**src/rtl/sq_pkg.sv**
```systemverilog
package sq_pkg;

  // Request operation codes seen on req_op.
  typedef enum logic [1:0] {
    OP_LOAD  = 2'b00,
    OP_STORE = 2'b01,
    OP_SWAP  = 2'b10
  } sq_op_e;

  // Controller sequencing states.
  typedef enum logic [2:0] {
    S_IDLE     = 3'd0,
    S_LD_RD    = 3'd1,
    S_LD_WAIT  = 3'd2,
    S_SW_DRAIN = 3'd3,
    S_SW_CAP   = 3'd4,
    S_SW_WR    = 3'd5
  } sq_state_e;

endpackage

```
**src/rtl/sq_fifo.sv**
```systemverilog
module sq_fifo #(
  parameter int AW    = 8,
  parameter int DW    = 16,
  parameter int DEPTH = 4
) (
  input  logic                          clk,
  input  logic                          rst,
  input  logic                          push,
  input  logic [AW-1:0]                 push_addr,
  input  logic [DW-1:0]                 push_data,
  input  logic                          pop,
  output logic [AW-1:0]                 head_addr,
  output logic [DW-1:0]                 head_data,
  output logic [((DEPTH > 1) ? $clog2(DEPTH) : 1)-1:0] head_ptr,
  output logic [((DEPTH > 1) ? $clog2(DEPTH) : 1):0]   count,
  output logic                          full,
  output logic                          empty,
  output logic [DEPTH-1:0][AW-1:0]      slot_addr,
  output logic [DEPTH-1:0][DW-1:0]      slot_data
);
  localparam int PW = (DEPTH > 1) ? $clog2(DEPTH) : 1;
  localparam int CW = PW + 1;

  logic [AW-1:0] addr_q [DEPTH];
  logic [DW-1:0] data_q [DEPTH];
  logic [PW-1:0] wr_ptr_q;
  logic [PW-1:0] rd_ptr_q;
  logic [CW-1:0] cnt_q;

  // Entry storage: written only at the tail, no reset on contents.
  always_ff @(posedge clk) begin
    if (push) begin
      addr_q[wr_ptr_q] <= push_addr;
      data_q[wr_ptr_q] <= push_data;
    end
  end

  always_ff @(posedge clk) begin
    if (rst) begin
      wr_ptr_q <= '0;
      rd_ptr_q <= '0;
      cnt_q    <= '0;
    end else begin
      if (push) wr_ptr_q <= wr_ptr_q + PW'(1);
      if (pop)  rd_ptr_q <= rd_ptr_q + PW'(1);
      case ({push, pop})
        2'b10:   cnt_q <= cnt_q + CW'(1);
        2'b01:   cnt_q <= cnt_q - CW'(1);
        default: cnt_q <= cnt_q;
      endcase
    end
  end

  // Every slot is exposed so the address search can look at all of them.
  for (genvar g = 0; g < DEPTH; g++) begin : gen_slot
    assign slot_addr[g] = addr_q[g];
    assign slot_data[g] = data_q[g];
  end

  assign head_addr = addr_q[rd_ptr_q];
  assign head_data = data_q[rd_ptr_q];
  assign head_ptr  = rd_ptr_q;
  assign count     = cnt_q;
  assign full      = (cnt_q == CW'(DEPTH));
  assign empty     = (cnt_q == '0);

  // the controller never pushes into a full queue.
  a_r5_no_overflow: assert property (@(posedge clk) disable iff (rst)
    push |-> !full);

  // the queue is never drained below empty.
  a_r2_no_underflow: assert property (@(posedge clk) disable iff (rst)
    pop |-> !empty);

  // a lone push raises the occupancy by exactly one.
  a_r2_count_step: assert property (@(posedge clk) disable iff (rst)
    (push && !pop) |=> (cnt_q == $past(cnt_q) + CW'(1)));

endmodule

```
**src/rtl/sq_match.sv**
```systemverilog
module sq_match #(
  parameter int AW    = 8,
  parameter int DW    = 16,
  parameter int DEPTH = 4
) (
  input  logic [DEPTH-1:0][AW-1:0]      slot_addr,
  input  logic [DEPTH-1:0][DW-1:0]      slot_data,
  input  logic [((DEPTH > 1) ? $clog2(DEPTH) : 1)-1:0] head_ptr,
  input  logic [((DEPTH > 1) ? $clog2(DEPTH) : 1):0]   count,
  input  logic [AW-1:0]                 look_addr,
  output logic                          hit,
  output logic [DW-1:0]                 hit_data
);
  localparam int PW = (DEPTH > 1) ? $clog2(DEPTH) : 1;
  localparam int CW = PW + 1;

  logic [DEPTH-1:0]         age_hit;
  logic [DEPTH-1:0][DW-1:0] age_data;

  // Rotate the physical slots into age order: position 0 is the oldest.
  for (genvar g = 0; g < DEPTH; g++) begin : gen_age
    logic [PW-1:0] idx;
    assign idx         = head_ptr + PW'(g);
    assign age_hit[g]  = (count > CW'(g)) && (slot_addr[idx] == look_addr);
    assign age_data[g] = slot_data[idx];
  end

  // Scan oldest to youngest so the last matching entry wins.
  always_comb begin
    hit      = 1'b0;
    hit_data = '0;
    for (int i = 0; i < DEPTH; i++) begin
      if (age_hit[i]) begin
        hit      = 1'b1;
        hit_data = age_data[i];
      end
    end
  end

endmodule

```
**src/rtl/sq_ctrl.sv**
```systemverilog
module sq_ctrl
  import sq_pkg::*;
#(
  parameter int AW = 8,
  parameter int DW = 16
) (
  input  logic          clk,
  input  logic          rst,
  input  logic          req_valid,
  input  logic [1:0]    req_op,
  input  logic [AW-1:0] req_addr,
  input  logic [DW-1:0] req_wdata,
  output logic          req_ready,
  input  logic          buf_full,
  input  logic          buf_empty,
  input  logic          fwd_hit,
  input  logic [DW-1:0] fwd_data,
  input  logic [AW-1:0] head_addr,
  input  logic [DW-1:0] head_data,
  output logic          buf_push,
  output logic          buf_pop,
  input  logic          mem_ready,
  input  logic [DW-1:0] mem_rdata,
  output logic          mem_en,
  output logic          mem_we,
  output logic [AW-1:0] mem_addr,
  output logic [DW-1:0] mem_wdata,
  output logic          resp_valid,
  output logic [DW-1:0] resp_data
);
  sq_state_e     state_q;
  logic [AW-1:0] op_addr_q;
  logic [DW-1:0] op_data_q;
  logic          resp_valid_q;
  logic [DW-1:0] resp_data_q;

  logic is_store;
  logic is_swap;
  logic is_load;
  logic fire;
  logic drain_state;
  logic rd_now;
  logic wr_swap;

  assign is_store = (req_op == OP_STORE);
  assign is_swap  = (req_op == OP_SWAP);
  assign is_load  = !is_store && !is_swap;

  // Issue port: only in idle, never in a response cycle, writes need room.
  assign req_ready = (state_q == S_IDLE) && !resp_valid_q && (is_load || !buf_full);
  assign fire      = req_valid && req_ready;
  assign buf_push  = fire && is_store;

  // Drain may use the port in these states; a pending read or swap write
  // owns the port in the others.
  always_comb begin
    drain_state = 1'b0;
    if (state_q inside {S_IDLE, S_LD_WAIT, S_SW_DRAIN}) drain_state = 1'b1;
  end

  assign buf_pop = drain_state && !buf_empty && mem_ready;
  assign rd_now  = mem_ready &&
                   ((state_q == S_LD_RD) || ((state_q == S_SW_DRAIN) && buf_empty));
  assign wr_swap = mem_ready && ((state_q == S_SW_CAP) || (state_q == S_SW_WR));

  assign mem_en    = buf_pop || rd_now || wr_swap;
  assign mem_we    = buf_pop || wr_swap;
  assign mem_addr  = buf_pop ? head_addr : op_addr_q;
  assign mem_wdata = buf_pop ? head_data : op_data_q;

  always_ff @(posedge clk) begin
    if (rst) begin
      state_q      <= S_IDLE;
      op_addr_q    <= '0;
      op_data_q    <= '0;
      resp_valid_q <= 1'b0;
      resp_data_q  <= '0;
    end else begin
      resp_valid_q <= 1'b0;
      case (state_q)
        S_IDLE: begin
          if (fire && is_load) begin
            op_addr_q <= req_addr;
            if (fwd_hit) begin
              resp_valid_q <= 1'b1;
              resp_data_q  <= fwd_data;
            end else begin
              state_q <= S_LD_RD;
            end
          end else if (fire && is_swap) begin
            op_addr_q <= req_addr;
            op_data_q <= req_wdata;
            state_q   <= S_SW_DRAIN;
          end
        end
        S_LD_RD: begin
          if (mem_ready) state_q <= S_LD_WAIT;
        end
        S_LD_WAIT: begin
          resp_valid_q <= 1'b1;
          resp_data_q  <= mem_rdata;
          state_q      <= S_IDLE;
        end
        S_SW_DRAIN: begin
          if (buf_empty && mem_ready) state_q <= S_SW_CAP;
        end
        S_SW_CAP: begin
          resp_data_q <= mem_rdata;
          if (mem_ready) begin
            resp_valid_q <= 1'b1;
            state_q      <= S_IDLE;
          end else begin
            state_q <= S_SW_WR;
          end
        end
        S_SW_WR: begin
          if (mem_ready) begin
            resp_valid_q <= 1'b1;
            state_q      <= S_IDLE;
          end
        end
        default: state_q <= S_IDLE;
      endcase
    end
  end

  assign resp_valid = resp_valid_q;
  assign resp_data  = resp_data_q;

  // an accepted load or swap closes the port on the following cycle.
  a_r6_issue_closed: assert property (@(posedge clk) disable iff (rst)
    (fire && !is_store) |=> !fire);

  // no memory access without a grant.
  a_r7_grant_only: assert property (@(posedge clk) disable iff (rst)
    mem_en |-> mem_ready);

  // the swap's read data is captured only when the queue is empty.
  a_r8_swap_after_drain: assert property (@(posedge clk) disable iff (rst)
    (state_q == S_SW_CAP) |-> buf_empty);

  // responses are single-cycle strobes, never back to back.
  a_r4_resp_pulse: assert property (@(posedge clk) disable iff (rst)
    resp_valid_q |=> !resp_valid_q);

endmodule

```
**src/rtl/store_fwd_buffer.sv**
```systemverilog
module store_fwd_buffer #(
  parameter int AW    = 8,
  parameter int DW    = 16,
  parameter int DEPTH = 4
) (
  input  logic          clk,
  input  logic          rst,
  input  logic          req_valid,
  input  logic [1:0]    req_op,
  input  logic [AW-1:0] req_addr,
  input  logic [DW-1:0] req_wdata,
  output logic          req_ready,
  output logic          resp_valid,
  output logic [DW-1:0] resp_data,
  output logic          mem_en,
  output logic          mem_we,
  output logic [AW-1:0] mem_addr,
  output logic [DW-1:0] mem_wdata,
  input  logic          mem_ready,
  input  logic [DW-1:0] mem_rdata
);
  localparam int PW = (DEPTH > 1) ? $clog2(DEPTH) : 1;
  localparam int CW = PW + 1;

  logic                     push;
  logic                     pop;
  logic [AW-1:0]            head_addr;
  logic [DW-1:0]            head_data;
  logic [PW-1:0]            head_ptr;
  logic [CW-1:0]            count;
  logic                     full;
  logic                     empty;
  logic [DEPTH-1:0][AW-1:0] slot_addr;
  logic [DEPTH-1:0][DW-1:0] slot_data;
  logic                     hit;
  logic [DW-1:0]            hit_data;

  sq_fifo #(.AW(AW), .DW(DW), .DEPTH(DEPTH)) u_fifo (
    .clk       (clk),
    .rst       (rst),
    .push      (push),
    .push_addr (req_addr),
    .push_data (req_wdata),
    .pop       (pop),
    .head_addr (head_addr),
    .head_data (head_data),
    .head_ptr  (head_ptr),
    .count     (count),
    .full      (full),
    .empty     (empty),
    .slot_addr (slot_addr),
    .slot_data (slot_data)
  );

  sq_match #(.AW(AW), .DW(DW), .DEPTH(DEPTH)) u_match (
    .slot_addr (slot_addr),
    .slot_data (slot_data),
    .head_ptr  (head_ptr),
    .count     (count),
    .look_addr (req_addr),
    .hit       (hit),
    .hit_data  (hit_data)
  );

  sq_ctrl #(.AW(AW), .DW(DW)) u_ctrl (
    .clk        (clk),
    .rst        (rst),
    .req_valid  (req_valid),
    .req_op     (req_op),
    .req_addr   (req_addr),
    .req_wdata  (req_wdata),
    .req_ready  (req_ready),
    .buf_full   (full),
    .buf_empty  (empty),
    .fwd_hit    (hit),
    .fwd_data   (hit_data),
    .head_addr  (head_addr),
    .head_data  (head_data),
    .buf_push   (push),
    .buf_pop    (pop),
    .mem_ready  (mem_ready),
    .mem_rdata  (mem_rdata),
    .mem_en     (mem_en),
    .mem_we     (mem_we),
    .mem_addr   (mem_addr),
    .mem_wdata  (mem_wdata),
    .resp_valid (resp_valid),
    .resp_data  (resp_data)
  );

  // while the queue is full, the port refuses a store.
  a_r5_full_blocks_store: assert property (@(posedge clk) disable iff (rst)
    (full && req_op == 2'b01) |-> !req_ready);

endmodule

```
**config.mk**
```make
export PLATFORM = sky130hd
export DESIGN_NAME = store_fwd_buffer
export DESIGN_NICKNAME = d
export VERILOG_FILES = /design/src/rtl/sq_pkg.sv /design/src/rtl/sq_fifo.sv /design/src/rtl/sq_match.sv /design/src/rtl/sq_ctrl.sv /design/src/rtl/store_fwd_buffer.sv
export SDC_FILE = /design/constraint.sdc
export NUM_CORES = 1
export LEC_CHECK = 0
export BUFFER_PORTS_ARGS = -buffer_cell sky130_fd_sc_hd__buf_2
export CELL_PAD_IN_SITES_DETAIL_PLACEMENT = 1
export CELL_PAD_IN_SITES_GLOBAL_PLACEMENT = 2
export CORE_MARGIN = 1.5
export CORE_UTILIZATION = 37
export CTS_BUF_LIST = sky130_fd_sc_hd__clkbuf_4 sky130_fd_sc_hd__clkbuf_8
export CTS_CLUSTER_SIZE = 40
export DETAILED_ROUTE_END_ITERATION = 6
export GPL_TIMING_DRIVEN = 0
export PLACE_DENSITY_LB_ADDON = 0.2
export SLEW_MARGIN = 20
export SYNTH_ARGS = -nofsm -noshare
export SYNTH_HDL_FRONTEND = slang
export SYNTH_SLANG_ARGS = --single-unit
```
**constraint.sdc**
```tcl
create_clock -name clk -period 3.1 [get_ports clk]
set_input_delay 0.62 -clock clk [delete_from_list [all_inputs] [get_ports clk]]
set_output_delay 0.62 -clock clk [all_outputs]
set_load 0.05 [all_outputs]
```
==> reports/qor.csv, run 1 <==
stage,metric,value,unit
run,MaxCap Viol Count,0,
grt,global-route wire length before repair,46.8,mm
final_layout,"most common cell after layout, fill and taps aside",edfxtp_1,
final_layout,sequential cell area,0.00396,sq mm
cts,CTS root buffer,clkbuf_8,
routing,Final ANT Viol Nets,0,
placed_design,Post-Place Cell Area,0.0100,sq mm
run_status,status,"complete, no violations",
synthesis,post-synth top area cell,edfxtp_1,
floorplanning,Die Wd,160,um
setup_path,Critical Path AT,3410,ps
placed_design,I/O Buffers,87,
synthesis,Post-Syn Nets,859,
timing,Tmin final,3070,ps
final_layout,"commonest cells after routing, fill and taps aside","edfxtp_1, buf_2, mux2i_1, mux2_2, nor2_1",
setup_path,Crit Path Category,reg2reg,
placed_design,RePlAce Congestion,0.830,
synthesis,mapped cell area,0.00907,sq mm
floorplanning,Die ar.,0.0255,sq mm
final_layout,area delta synth->final,23.2,%
setup_path,Setup crit start kind,flip-flop,
pwr,pwr dens,633,mW/mm^2
routing,Post-route DRC,0,
synthesis,sequential share of the synthesized area,43.5,%
setup_path,CP peak stage delay,510,ps
cts,CTS H-tree lvls,4,
setup_path,reg-to-reg startpoint,u_fifo.head_ptr[0],
routing,Pre-antenna DRT Iters,5,
pwr,Final Power,7.08,mW
routing,Vias,7226,
setup_path,"Slowest-stage cell, CP",mux4_2,
cts,CTS sink cnt,149,
grt,antenna violations before repair,0,
pwr,Max rail drop VDD,0.277,mV
synthesis,Syn. warnings,0,
timing,"Period Utilization, post-route",99.2,%
cts,hold buffer count at CTS,0,
timing,RSZ-0062 raised after global routing,yes,
floorplanning,Initial Utilization,37.5,%
timing,fin. max-slew vios,0,
setup_path,crit-path cells,"buf_8, buf_6, mux4_2, xnor2_2, nand3_2, or3_4, and3_4, a22o_1, a2111oi_4, o22ai_1",
placed_design,DPL Wire Length,22.3,mm
final_layout,cell area after layout,0.0112,sq mm
cts,"CTS clk-pin slew, worst paths",90,ps
floorplanning,core area,0.0242,sq mm
synthesis,Syn Area/Cell,11.3,sq um
routing,DRT Wirelength,31.4,mm
synthesis,synth unique cells,58,
grt,grt ovf,0,
synthesis,share of the synthesized area in the top cell type,31.8,%
synthesis,cells after synthesis,800,
timing,Worst slew margin,38.3,%
final_layout,Multi-input gate area,0.00512,sq mm
floorplanning,num ports,90,
setup_path,Critical path buffers and inverters,2,
grt,GRT Util Overall,24.9,%
setup_path,CP max FO,7,
synthesis,Area contributors post-synth,"edfxtp_1, dfxtp_1, mux2i_1",
setup_path,CP endpoint kind,flip-flop,
routing,Vias/cell,5.72,
pwr,Lkg Pwr,4.04,nW
cts,clock insertion delay at the later pin of the skew report,470,ps
grt,largest net degree at the start of global routing,17,
timing,Tightest Pin Transition,926,ps
min_path,Hold Crit Start,req_addr[1],
cts,CTS tree,yes,
routing,initial DRC count,496,
setup_path,CP required,3440,ps
routing,Routed wire per std cell,24.8,um
synthesis,register bit total from synthesis,149,
floorplanning,Die Span Y,160,um
timing,upper clock frequency limit,325,MHz
final_layout,filler cell count,2582,
timing,Setup Viol. Count Final,0,
cts,clock buffer depth,2,
grt,vias in the first global route,7422,
cts,CTS Buf Count,17,
floorplanning,placement row count,57,
synthesis,asr flop ratio synth,0,%
setup_path,critical path's top delay family,simple AND/OR/NAND/NOR gates,
timing,Clock Skew,17.5,ps
final_layout,share of cells above drive strength 1,35.9,%
min_path,HP Class,in2reg,
final_layout,Layout Nets,986,
synthesis,most used flip-flop cell after synthesis,edfxtp_1,
final_layout,n_diodes,0,
timing,Final Hold Fails,0,
setup_path,crit path launch,u_fifo.head_ptr[0],
synthesis,Post-synth EDFFs,96,
## synthesized netlist by cell type, drive strengths merged (5+ instances only)
cell,count
nor3,17
xor2,12
clkbuf,51
a22oi,7
xnor2,30
mux2i,82
o21ai,19
inv,13
edfxtp,96
nand3,14
and3,12
and2,11
a211o,7
ha,13
o2bb2ai,8
a31oi,17
o211ai,9
mux2,60
a21oi,26
nor4,11
nand2,44
o22ai,14
a221oi,5
dfxtp,53
mux4,34
nor2,63
buf,21
## final timing paths
check	to	slack, ps	cells past startpoint
worst max-delay path	u_ctrl.resp_data[0]	30	10
worst min-delay path	u_fifo.addr_q[0][1]	380	1
worst max register to register	u_ctrl.resp_data[0]	30	10
worst min register to register	u_ctrl.op_data_q[6]	490	2
## what timing repair did
action / in CTS / in global routing
gates cloned: 2 / 1
gates resized for setup: 84 / 61
buffers inserted: 12 / 7
endpoints found under the setup margin: 60 / 31
pin swaps: 12 / 17
## stage by stage
| step | worst slack [ps] | util (%) | hold slack, ps | instances | TNS (ps) |
|---|---|---|---|---|---|
| 2_1_floorplan | 69.2 | - | 456 | 800 | 0 |
| 3_3_place_gp | -1110 | 41.0 | 468 | 1211 | -71890 |
| 3_5_place_dp | -1110 | 41.5 | 483 | 1215 | -38600 |
| 4_1_cts | -1.04 | 45.1 | 361 | 1257 | -1.58 |
| 5_1_grt | -61.9 | 46.2 | 365 | 1264 | -319 |
| 6_report | 25.1 | 46.2 | 380 | 1264 | 0 |
## flip-flops by register name, indices dropped and copies added, names as in the netlist, named ones only
register	cells
u_fifo.wr_ptr_q	2
u_ctrl.resp_data	16
u_fifo.data_q	64
u_ctrl.resp_valid	1
u_ctrl.op_data_q	16
u_fifo.count	3
u_fifo.head_ptr	2
u_ctrl.state_q	3
u_ctrl.op_addr_q	8
u_fifo.addr_q	32
## per-layer routing
metal | up-vias | GRT usage [%] | wire [um]
li1 | 3300 | - | -
met1 | 3655 | 36.4 | 15200
met3 | 35 | 4.58 | 1820
met5 | - | 0 | 0
met4 | 0 | 7.08 | 503
met2 | 236 | 37.7 | 13900
## cell type report
type	instances	share of cell area, %
Timing Repair Buffer	113	6.83
Clock buffer	23	2.72
Multi-Input combinational cell	566	45.8
Sequential cell	149	35.4
Clock inverter	9	1.55
Buffer	67	3.59
Inverter	13	0.437
Tap cell	324	3.63
## kinds of logic after synthesis
family	after synthesis	share of synthesized area (%)
compound gates	144	11.7
xor+xnor	42	4.06
fa+ha+maj	13	1.79
buf+inv	85	3.86
flops	149	43.5
mux	176	24.9
simple gates	191	10.2
## worst reg2reg max path: stages, from the launching register on
cell	delay (ps)
dfxtp_4	400
buf_8	150
buf_6	100
mux4_2	510
xnor2_2	180
nand3_2	140
or3_4	490
and3_4	230
a22o_1	250
a2111oi_4	370
o22ai_1	120
## power by group
group          internal [mW]  switching [mW]
combinational           1.21            1.73
sequential              2.20           0.102
clock                   1.06           0.780
total                   4.47            2.61
(Power assumes the default switching activity.)
==> run 2: changes to the inputs <==
Settings changed: CORE_UTILIZATION 37 to 40.
Clock period 3.1 ns to 3.7 ns, I/O delays scaled along.
==> run 2 against run 1 <==
Against the previous run: critical path depth up 2; flip-flop and latch count unchanged; setup slack better by 77 ps; power shrank 21%; critical endpoint is now u_ctrl.resp_data[14]; register-to-register slack better by 80 ps; routed wire length grew 3.0%; highest routed layer unchanged; clock power decreased by 21%.
==> reports/qor.csv, run 2 (same netlist as run 1, synthesis figures left out) <==
stage,metric,value,unit
run_status,status,"complete, no violations",
routing,DRT Wirelength,32.3,mm
final_layout,area delta synth->final,16.2,%
pwr,switch share,38.7,%
final_layout,"commonest cells after routing, fill and taps aside","buf_2, edfxtp_1, mux2i_1, nor2_1, mux2_2",
placed_design,I/O Buffers,87,
cts,CTS root buffer,clkbuf_8,
timing,Final WS setup,102,ps
setup_path,CP max FO,10,
setup_path,Setup crit start kind,flip-flop,
min_path,HP Class,reg2reg,
floorplanning,Die ar.,0.0236,sq mm
routing,Post-route DRC,0,
pwr,Sw Pwr,2.18,mW
timing,RSZ-0062 raised after global routing,yes,
pwr,Final Power,5.62,mW
pwr,Lkg Pwr,3.76,nW
pwr,Max rail drop VDD,0.256,mV
timing,Tightest Pin Transition,987,ps
cts,"CTS clk-pin slew, worst paths",90,ps
timing,Final Hold Fails,0,
final_layout,share of cells above drive strength 1,29.0,%
cts,CTS Buf Count,17,
cts,clock insertion delay at the later pin of the skew report,460,ps
grt,GRT Util Overall,27.7,%
final_layout,cell area after layout,0.0105,sq mm
placed_design,Post-Place Cell Area,0.00999,sq mm
cts,CTS sink cnt,149,
final_layout,Multi-input gate area,0.00486,sq mm
routing,initial DRC count,568,
final_layout,Top Registers,"u_fifo.data_q: 64 flops, u_fifo.addr_q: 32 flops",
routing,Vias,7317,
grt,grt ovf,0,
setup_path,Crit Path Category,reg2reg,
setup_path,Critical Path AT,3920,ps
pwr,Int Power,3.45,mW
cts,CTS H-tree lvls,4,
placed_design,DPL Wire Length,23.4,mm
final_layout,Final Core Density,47.8,%
floorplanning,Die Wd,154,um
pwr,Sequential Power Share,33.9,%
timing,upper clock frequency limit,278,MHz
timing,final setup TNS,0,ps
timing,fin. max-slew vios,0,
timing,Tmin final,3600,ps
final_layout,Top reg by flops,u_fifo.data_q,
floorplanning,placement row count,54,
routing,Routed wire per std cell,26.9,um
routing,Vias/cell,6.08,
final_layout,sequential cell area,0.00394,sq mm
grt,global-route wire length before repair,47.8,mm
final_layout,filler cell count,2382,
pwr,pwr dens,534,mW/mm^2
routing,Pre-antenna DRT Iters,5,
grt,largest net degree at the start of global routing,17,
timing,Worst slew margin,34.2,%
floorplanning,Initial Utilization,41.2,%
cts,clock buffer depth,2,
final_layout,n_diodes,0,
final_layout,Layout Nets,970,
placed_design,DP Worst Slack,-558,ps
pwr,share of total power in combinational logic,40.3,%
final_layout,max reg flops,64,
grt,vias in the first global route,7572,
run,MaxCap Viol Count,0,
floorplanning,Die Span Y,154,um
placed_design,RePlAce Congestion,0.874,
floorplanning,core area,0.0220,sq mm
cts,CTS tree,yes,
floorplanning,num ports,90,
timing,Setup Viol. Count Final,0,
routing,Final ANT Viol Nets,0,
cts,hold buffer count at CTS,0,
timing,Clock Skew,13.3,ps
grt,antenna violations before repair,0,
setup_path,CP required,4020,ps
pwr,Clock power frac,25.9,%
setup_path,CP endpoint kind,flip-flop,
timing,"Period Utilization, post-route",97.2,%
## run 2: path summary, 6_finish.rpt
check	from	endpoint	slack (ps)	cells after the start
setup / recovery	u_fifo.head_ptr[0]	u_ctrl.resp_data[14]	100	12
hold / removal	u_ctrl.op_data_q[9]	u_ctrl.op_data_q[9]	500	2
setup reg to reg	u_fifo.head_ptr[0]	u_ctrl.resp_data[14]	100	12
hold reg to reg	u_ctrl.op_data_q[9]	u_ctrl.op_data_q[9]	500	2
## run 2: area by class of cell
class,instances,area share (%)
tap,280,3.32
clock buffer,18,2.29
timing repair buffer,94,5.43
sequential,149,37.4
multi-input combinational,566,46.1
inverter,13,0.463
buffer,70,3.04
clock inverter,14,1.90
## run 2: through the flow
step                cells  hold slack (ps)
finish               1204              501
global route         1204              487
CTS                  1204              486
detailed placement   1172              484
global placement     1167              469
floorplan             800              456
## run 2: what timing repair did
action | 4_1_cts | 5_1_grt
setup endpoints to repair | 43 | 44
resized for setup | 18 | 25
buffers inserted | 2 | 0
pin swaps | 2 | 2
gates cloned | 0 | 0
## run 2: worst max-delay path: stages, from the launching register on
cell and delay [ps]:
dfxtp_1 410, buf_6 230, mux2i_1 250, xor2_1 250
nor4b_1 280, mux2i_1 190, or3_1 420, buf_2 180
clkbuf_1 330, and3_1 310, o21a_1 170, a211oi_2 320
o22ai_1 110
## run 2: metal layers
metal	vias to the layer above	track usage [%]	wire length, um	part of all wire (%)
met2	284	43.6	14800	46
met4	0	7.35	427	1.3
met1	3745	39.5	15000	46
li1	3263	-	-	-
met3	25	4.54	2090	6.5
met5	-	0	0	0
## run 2: power by group through the flow
stage / clock network (mW) / logic (mW) / registers [mW]
6_report: 1.45 / 2.27 / 1.90
5_1_grt: 1.53 / 2.39 / 1.91
3_5_place_dp: 0 / 2.22 / 1.92
2_1_floorplan: 0 / 1.60 / 1.94
4_1_cts: 1.48 / 2.25 / 1.90
3_3_place_gp: 0 / 2.17 / 1.92
